File: src/rtl/pt_walker.sv
module pt_walker #(
  parameter int QDEPTH = 4
) (
  input  logic        clk,
  input  logic        rst_n,
  input  logic [17:0] tbase,
  input  logic        req_valid,
  output logic        req_ready,
  input  logic [31:0] req_vaddr,
  input  logic        req_write,
  input  logic        req_fetch,
  output logic        mem_req_valid,
  input  logic        mem_req_ready,
  output logic        mem_req_we,
  output logic [31:0] mem_req_addr,
  output logic [31:0] mem_req_wdata,
  input  logic        mem_rsp_valid,
  input  logic [31:0] mem_rsp_data,
  output logic        res_valid,
  output logic [1:0]  res_fcode,
  output logic [31:0] res_vaddr,
  output logic        res_write,
  output logic        res_fetch,
  output logic [31:0] res_paddr,
  output logic [2:0]  res_perm,
  output logic [3:0]  res_domain,
  output logic        res_global,
  output logic        res_xn
);
  localparam int QAW = (QDEPTH > 1) ? $clog2(QDEPTH) : 1;
  localparam int CW  = QAW + 1;

  typedef enum logic [2:0] {
    S_IDLE, S_L1RD, S_L1WT, S_L1WB, S_L2RD, S_L2WT, S_L2WB, S_DONE
  } st_t;

  st_t st;

  logic [31:0]    q_va [QDEPTH];
  logic [QDEPTH-1:0] q_w, q_f;
  logic [QAW-1:0] wp, rp;
  logic [CW-1:0]  cnt;

  logic [31:0] va, d1, d2;
  logic        wr, fe, lvl2;
  logic [1:0]  fc;

  wire push = req_valid && req_ready;
  wire pop  = (st == S_IDLE) && (cnt != '0);

  assign req_ready = (cnt != CW'(QDEPTH));

  always_ff @(posedge clk) begin
    if (!rst_n) begin
      wp  <= '0;
      rp  <= '0;
      cnt <= '0;
    end else begin
      if (push) begin
        q_va[wp] <= req_vaddr;
        q_w[wp]  <= req_write;
        q_f[wp]  <= req_fetch;
        wp <= (wp == QAW'(QDEPTH - 1)) ? '0 : wp + 1'b1;
      end
      if (pop) rp <= (rp == QAW'(QDEPTH - 1)) ? '0 : rp + 1'b1;
      if (push && !pop) cnt <= cnt + 1'b1;
      else if (pop && !push) cnt <= cnt - 1'b1;
    end
  end

  wire [31:0] l1a = {tbase, va[31:20], 2'b00};
  wire [31:0] l2a = {d1[31:10], va[19:12], 2'b00};
  wire        in2 = (st == S_L2RD) || (st == S_L2WB);

  assign mem_req_valid = (st == S_L1RD) || (st == S_L2RD) || (st == S_L1WB) || (st == S_L2WB);
  assign mem_req_we    = (st == S_L1WB) || (st == S_L2WB);
  assign mem_req_addr  = in2 ? l2a : l1a;
  assign mem_req_wdata = in2 ? d2 : d1;

  always_ff @(posedge clk) begin
    if (!rst_n) begin
      st   <= S_IDLE;
      va   <= '0;
      d1   <= '0;
      d2   <= '0;
      wr   <= 1'b0;
      fe   <= 1'b0;
      lvl2 <= 1'b0;
      fc   <= 2'd0;
    end else begin
      case (st)
        S_IDLE: if (pop) begin
          va   <= q_va[rp];
          wr   <= q_w[rp];
          fe   <= q_f[rp];
          fc   <= 2'd0;
          lvl2 <= 1'b0;
          st   <= S_L1RD;
        end
        S_L1RD: if (mem_req_ready) st <= S_L1WT;
        S_L1WT: if (mem_rsp_valid) begin
          case (mem_rsp_data[1:0])
            2'b01: begin
              d1 <= mem_rsp_data;
              st <= S_L2RD;
            end
            2'b10: begin
              if (mem_rsp_data[18]) begin
                fc <= 2'd2;
                st <= S_DONE;
              end else begin
                d1 <= mem_rsp_data | 32'h0000_0400;
                st <= mem_rsp_data[10] ? S_DONE : S_L1WB;
              end
            end
            default: begin
              fc <= 2'd1;
              st <= S_DONE;
            end
          endcase
        end
        S_L1WB: if (mem_req_ready) st <= S_DONE;
        S_L2RD: if (mem_req_ready) st <= S_L2WT;
        S_L2WT: if (mem_rsp_valid) begin
          if (mem_rsp_data[1:0] == 2'b00) begin
            fc <= 2'd3;
            st <= S_DONE;
          end else begin
            d2   <= mem_rsp_data | 32'h0000_0010;
            lvl2 <= 1'b1;
            st   <= mem_rsp_data[4] ? S_DONE : S_L2WB;
          end
        end
        S_L2WB: if (mem_req_ready) st <= S_DONE;
        default: st <= S_IDLE;
      endcase
    end
  end

  wire big = ~d2[1];

  assign res_valid  = (st == S_DONE);
  assign res_fcode  = fc;
  assign res_vaddr  = va;
  assign res_write  = wr;
  assign res_fetch  = fe;
  assign res_paddr  = !lvl2 ? {d1[31:20], va[19:0]} :
                      big   ? {d2[31:16], va[15:0]} : {d2[31:12], va[11:0]};
  assign res_perm   = lvl2 ? {d2[9], d2[5:4]} : {d1[15], d1[11:10]};
  assign res_domain = d1[8:5];
  assign res_global = lvl2 ? ~d2[11] : d1[17];
  assign res_xn     = !lvl2 ? d1[4] : (big ? d2[15] : d2[0]);

  AST_RESET_IDLE: assert property (@(posedge clk) !rst_n |=> !mem_req_valid && !res_valid);
  AST_MEM_HOLD: assert property (@(posedge clk) disable iff (!rst_n)
    mem_req_valid && !mem_req_ready |=> mem_req_valid && $stable(mem_req_addr) && $stable(mem_req_we) && $stable(mem_req_wdata));
  AST_RES_PULSE: assert property (@(posedge clk) disable iff (!rst_n) res_valid |=> !res_valid);
  AST_RES_QUIET: assert property (@(posedge clk) disable iff (!rst_n) res_valid |-> !mem_req_valid);
  AST_WB_FLAG: assert property (@(posedge clk) disable iff (!rst_n)
    mem_req_valid && mem_req_we |-> (in2 ? mem_req_wdata[4] : mem_req_wdata[10]));
  AST_Q_BOUND: assert property (@(posedge clk) disable iff (!rst_n) cnt <= CW'(QDEPTH));
  AST_FAULT_END: assert property (@(posedge clk) disable iff (!rst_n)
    res_valid && res_fcode != 2'd0 |-> !$past(mem_req_we));
endmodule

File: config.mk
export PLATFORM = sky130hd
export DESIGN_NAME = pt_walker
export DESIGN_NICKNAME = d
export VERILOG_FILES = /design/src/rtl/pt_walker.sv
export SDC_FILE = /design/constraint.sdc
export NUM_CORES = 1
export LEC_CHECK = 0
export BUFFER_PORTS_ARGS = -buffer_cell sky130_fd_sc_hd__buf_4
export CAP_MARGIN = 20
export CORE_MARGIN = 2
export CORE_UTILIZATION = 50
export DETAILED_ROUTE_END_ITERATION = 6
export GPL_TIMING_DRIVEN = 0
export PLACE_DENSITY = 0.75
export SLEW_MARGIN = 10
export SYNTH_ARGS = -nofsm -noshare
export SYNTH_HDL_FRONTEND = slang
export SYNTH_SLANG_ARGS = --single-unit
File: constraint.sdc
create_clock -name clk -period 5.4 [get_ports clk]
set_input_delay 0.54 -clock clk [delete_from_list [all_inputs] [get_ports clk]]
set_output_delay 0.54 -clock clk [all_outputs]
set_load 0.05 [all_outputs]
After elaboration in Yosys (flattened, before gate mapping) --
Memory sizes are Yosys's and may differ from the RTL's. A register that Yosys moved wholly into a read port is not among the register bits. Cells that the tools add are included.
Word-level totals: bits in registers 87, bits in writable memories 128, word-level logic and storage cells 121, memories 1
Memories:
- q_va | words 4, width 32, rd ports 1, clocked after Yosys merged registers in 1, wr ports 1, line 39 | logic [31:0] q_va [QDEPTH];
Operators by class: add/sub/neg operators 4, order comparisons 3, equality and inequality tests 23, muxes and demuxes 48, bitwise gates (word level) 2, reductions and logical operators 28
Operator list (number):
- 2-to-1 mux 32 bit | 4
- one-hot mux 32 bit (2 select lines) | 1
- 2-to-1 mux 3 bit | 11
- != test 2 bit, second input constant | 9
- one-hot mux 3 bit (6 select lines) | 1
- 2-to-1 mux 16 bit | 1
- 2-to-1 mux 1 bit | 14
- 2-to-1 mux 2 bit | 7
- == test 3 bit, second input constant | 4
- bitwise mux 4 bit | 2
- AND reduction 4 bit | 2
- AND reduction 7 bit | 1
- == test 2 bit, second input constant | 3
- == test 3 x 2 -> 1 bit, second input constant | 2
- less-than comparator 2 x 3 -> 1 bit, second input constant | 2
- != test 3 bit, second input constant | 2
- one-hot mux 2 bit (3 select lines) | 1
- one-hot mux 3 bit (2 select lines) | 1
- AND reduction 6 bit | 1
- nonzero test 2 bit | 3
- nonzero test 3 bit | 2
- logical AND 1 bit | 5
- logical OR 1 bit | 5
- adder 2 x 1 -> 2 bit, second input constant | 2
- 17 further kinds | 22

Depth between registers and ports, before layout --
depth after elaboration 6, gate-level depth with buffers 10, gate-level depth less buffers 9

Least setup slack after synthesis --
No wires, ideal clock.
kind register to output, start point register st[0], end point output port mem_req_we, data arrival time 2.081 ns, path slack 2.779 ns, stages on the path, launching flop included 4, buffers on the path 1, cells stage by stage dfxtp_1 > clkbuf_1 > xor2_1 > and2_1
On the way: longest elaborated chain between the ends 2, elaborated cells between the ends (all ways) 3
RTL lines:
- from (decl) | line 37 | st_t st;
- from (signal assigned) | line 113 | st <= mem_rsp_data[10] ? S_DONE : S_L1WB;
- from (signal assigned) | line 131 | st <= mem_rsp_data[4] ? S_DONE : S_L2WB;
- == test 3 x 2 -> 1 bit / == test 3 bit (equally long branches) | line 76 | assign mem_req_we = (st == S_L1WB) || (st == S_L2WB);
- logical OR 1 bit (*) | line 76
- to (decl) | line 14 | output logic mem_req_we,
Every way passes the cells marked *; elsewhere a longest branch is shown, timed or not.

Worst setup path in the final report --
start point register st[0], end point output port mem_req_addr[8]
On the way: longest elaborated chain between the ends 3, elaborated cells between the ends (all ways) 4
RTL lines:
- == test 3 bit | line 73 | wire in2 = (st == S_L2RD) || (st == S_L2WB);
- logical OR 1 bit (*) | line 73
- 2-to-1 mux 32 bit (*) | line 77 | assign mem_req_addr = in2 ? l2a : l1a;
- to (decl) | line 15 | output logic [31:0] mem_req_addr,
Marked as above.

==> load_flow_metrics.sql <==
INSERT INTO impl_metrics (metric_group, metric, value, unit) VALUES
('finish', 'instances_no_fill', '1396', ''),
('min_path', 'timing.hold.worst.start', 'req_vaddr[15]', ''),
('synth', 'asyncSetResetFlopFracSynth', '0', '%'),
('floorplan', 'die_height', '150', 'um'),
('clock_network', 'path_clk_slew', '0.06', 'ns'),
('timing', 'final_hold_violations', '0', ''),
('grt', 'grt_antenna_before_repair', '1', ''),
('floorplan', 'fp-row-count', '53', ''),
('finish', 'antenna_cells', '0', ''),
('synth', 'synth_largest_type_area_fraction', '38.3', '%'),
('pwr', 'irDropWorstVdd', '384', 'uV'),
('placed_design', 'detailedPlacementHpwl', '20.5', 'mm'),
('timing', 'clock.fmax', '330', 'MHz'),
('clock_network', 'tritoncts_sink_count', '247', ''),
('synth', 'yosys.area.top_type', 'edfxtp_1', ''),
('synth', 'ys.warnings.count', '0', ''),
('worst_setup_path', 'worstReg2RegEnd', 'cnt[2]', ''),
('placed_design', 'post-place-cells', '1349', ''),
('timing', 'relSlewSlack', '49.2', '%'),
('pwr', 'static_leakage', '5.37', 'nW'),
('min_path', 'hold-path-endpoint', 'q_va[3][15]', ''),
('timing', 'finalWorstPathRequiredPeriod', '3.03', 'ns'),
('worst_setup_path', 'timing.critical_path.to_type', 'primary output', ''),
('run_status', 'run_status', 'finished, final reports clean', ''),
('synth', 'synth_edf_count', '136', ''),
('clock_network', 'holdBufCountCts', '0', ''),
('pwr', 'share_comb_of_total_power', '38.2', '%'),
('pwr', 'power.internal', '4.25', 'mW'),
('pwr', 'powerDensity', '496', 'nW/um^2'),
('worst_setup_path', 'worstSetupPathType', 'flop to primary output', ''),
('finish', 'number_of_nets_in_the_layout', '1201', ''),
('min_path', 'timing.hold.worst_path_depth', '1', ''),
('job', 'maxCapViolations', '0', ''),
('route', 'drt.antenna.violating_nets', '0', ''),
('clock_network', 'clock_tree_from_tritoncts', 'done', ''),
('floorplan', 'core-area', '21000', 'um^2'),
('finish', 'layout-drive-gt1-share', '40.4', '%'),
('synth', 'post_synth.cell_area_avg', '12.7', 'um^2'),
('floorplan', 'start_util', '50.9', '%'),
('placed_design', 'io_buffers', '230', ''),
('clock_network', 'cts-root-buf', 'clkbuf_16', ''),
('placed_design', 'place.gp.congestion', '0.866', ''),
('route', 'drc', '0', ''),
('timing', 'final-max-slew-violation-count', '0', ''),
('timing', 'setup_tns', '0', 'ns'),
('worst_setup_path', 'startpoint_type', 'flop', ''),
('synth', 'yosys.cell_types.count', '48', ''),
('timing', 'setup_violations', '0', ''),
('floorplan', 'fp.dieW', '150', 'um'),
('clock_network', 'clock_insertion_delay_worst_skew', '0.55', 'ns'),
('worst_setup_path', 'timing.reg2reg.worst_path_depth', '10', ''),
('worst_setup_path', 'cp_data_arrival_time', '2.49', 'ns'),
('route', 'avgViaCountPerCell', '5.33', ''),
('route', 'vias', '7435', ''),
('synth', 'synth_area', '10700', 'um^2'),
('synth', 'synth-seq-cells', '247', ''),
('pwr', 'net_switching_power_figure', '2.58', 'mW'),
('clock_network', 'clock_tree.htree_level_count', '1', ''),
('finish', 'layout.filler_cells', '1617', ''),
('worst_setup_path', 'worst_ep_required_time', '4.86', 'ns'),
('timing', 'unrepaired_setup_endpoints_after_global_routing', 'no', ''),
('floorplan', 'fp.dieArea', '22500', 'um^2'),
('clock_network', 'post_cts_resized', '0', ''),
('timing', 'final_period_util', '56.1', '%'),
('synth', 'netlist_instances', '839', ''),
('floorplan', 'ios', '234', ''),
('route', 'initial_drc_count', '395', ''),
('timing', 'final.setup_skew', '0.0264', 'ns'),
('timing', 'timing_worst_slew_pin_value', '0.756', 'ns'),
('route', 'drt-pass1-iter-count', '5', ''),
('grt', 'grt-ovfl-total', '0', '');
-- placed cells by master (no fill, tap or decap), types with 4 or more instances in the layout --
master     count
buf_4        255
nand2_1      197
edfxtp_1     136
dfxtp_1      111
mux2_2        85
a21boi_0      79
mux4_2        34
clkbuf_1      28
clkbuf_16     26
buf_2         22
a21boi_1      20
nor2_1        10
ha_1           9
clkbuf_8       8
nand2b_1       6
a21oi_1        6
o21ai_0        6
and2_1         5
inv_1          5
nor3_1         5
nor2b_1        5
and3_2         4
-- synthesized netlist by cell type, types with 3 or more instances --
master and count:
nand2_1 197, edfxtp_1 136, dfxtp_1 111, mux2_2 85
a21boi_0 79, mux4_2 34, buf_4 25, clkbuf_1 25
buf_2 22, a21boi_1 20, nor2_1 10, ha_1 9
a21oi_1 6, nand2b_1 6, o21ai_0 6, and2_1 5
and3_1 5, inv_1 5, nor2b_1 5, nor3_1 5
mux2i_1 3, nand3_1 3, nand3b_1 3, nor3b_1 3
-- layout make-up --
| cell class | instances | area [um^2] | area share [%] |
|---|---|---|---|
| repair buffers | 234 | 1830 | 13.3 |
| flip-flops and latches | 247 | 6310 | 45.8 |
| plain buffers | 73 | 397 | 2.88 |
| clock buffers | 37 | 772 | 5.60 |
| inverters | 7 | 26.3 | 0.191 |
| well taps | 275 | 344 | 2.50 |
| multi-input cells | 513 | 3950 | 28.6 |
| clock inverters | 10 | 158 | 1.14 |
-- registers in the layout (all words and copies together) (netlist names), 3 cells and up --
register and cells:
res_vaddr 32, q_w 4, q_f 4, d1 32, q_va 128, d2 32
st 3, cnt 3
-- how the worst max path moves through the flow --
stage | from | endpoint | slack (ns) | cells after the start
after floorplan | st[0] | mem_req_we | 2.78 | 3
after global placement | rst_n | q_va[2][11] | 2.41 | 2
after detailed placement | cnt[0] | cnt[2] | 2.62 | 10
after CTS | st[0] | mem_req_wdata[14] | 2.38 | 5
after global routing | st[0] | mem_req_wdata[14] | 2.28 | 5
final | st[0] | mem_req_addr[8] | 2.37 | 5
-- logic make-up (layout without fill, tap and decap cells) --
family / Yosys count / count (layout) / synth area share [%]
XOR/XNOR: 3 / 3 / 0.246
AO/OA/AOI/OAI: 124 / 124 / 8.61
flip-flops: 247 / 247 / 59.1
buffers and inverters: 80 / 361 / 3.96
AND/OR/NAND/NOR: 251 / 251 / 10.3
other: 1 / 2 / 0.0352
multiplexers: 123 / 123 / 16.5
adder cells (fa/ha/maj): 10 / 10 / 1.24
-- power by group through the flow --
stage               Sequential [mW]  Clock, mW  Combinational [mW]
CTS                            2.35       1.90                2.64
finish                         2.34       1.88                2.62
floorplan                      2.69          0                1.51
global route                   2.37       1.98                2.77
global placement               2.38          0                2.58
detailed placement             2.38          0                2.62
-- metrics by stage --
| stage | cell area, um^2 | setup WS [ns] | power (mW) | hold slack (ns) |
|---|---|---|---|---|
| floorplan | 10700 | 2.78 | 4.19 | 0.432 |
| global placement | 12700 | 2.41 | 4.96 | 0.441 |
| detailed placement | 12800 | 2.62 | 5.01 | 0.444 |
| CTS | 13800 | 2.38 | 6.88 | 0.178 |
| global route | 13800 | 2.28 | 7.12 | 0.181 |
| finish | 13800 | 2.37 | 6.84 | 0.190 |
-- routing by layer --
layer	vias up	GRT usage [%]	routed length, um
li1	3514	-	-
met1	3593	30.4	11100
met2	271	45.8	14500
met3	57	5.12	2100
met4	0	8.40	944
met5	-	0	0
-- critical path, stage by stage, from the launching register on --
cell and delay, ns:
dfxtp_1 0.44, nand2b_1 0.13, clkbuf_1 0.34, buf_2 0.43, mux2_2 0.42, buf_4 0.20
Power figures use the tool's default switching activity.
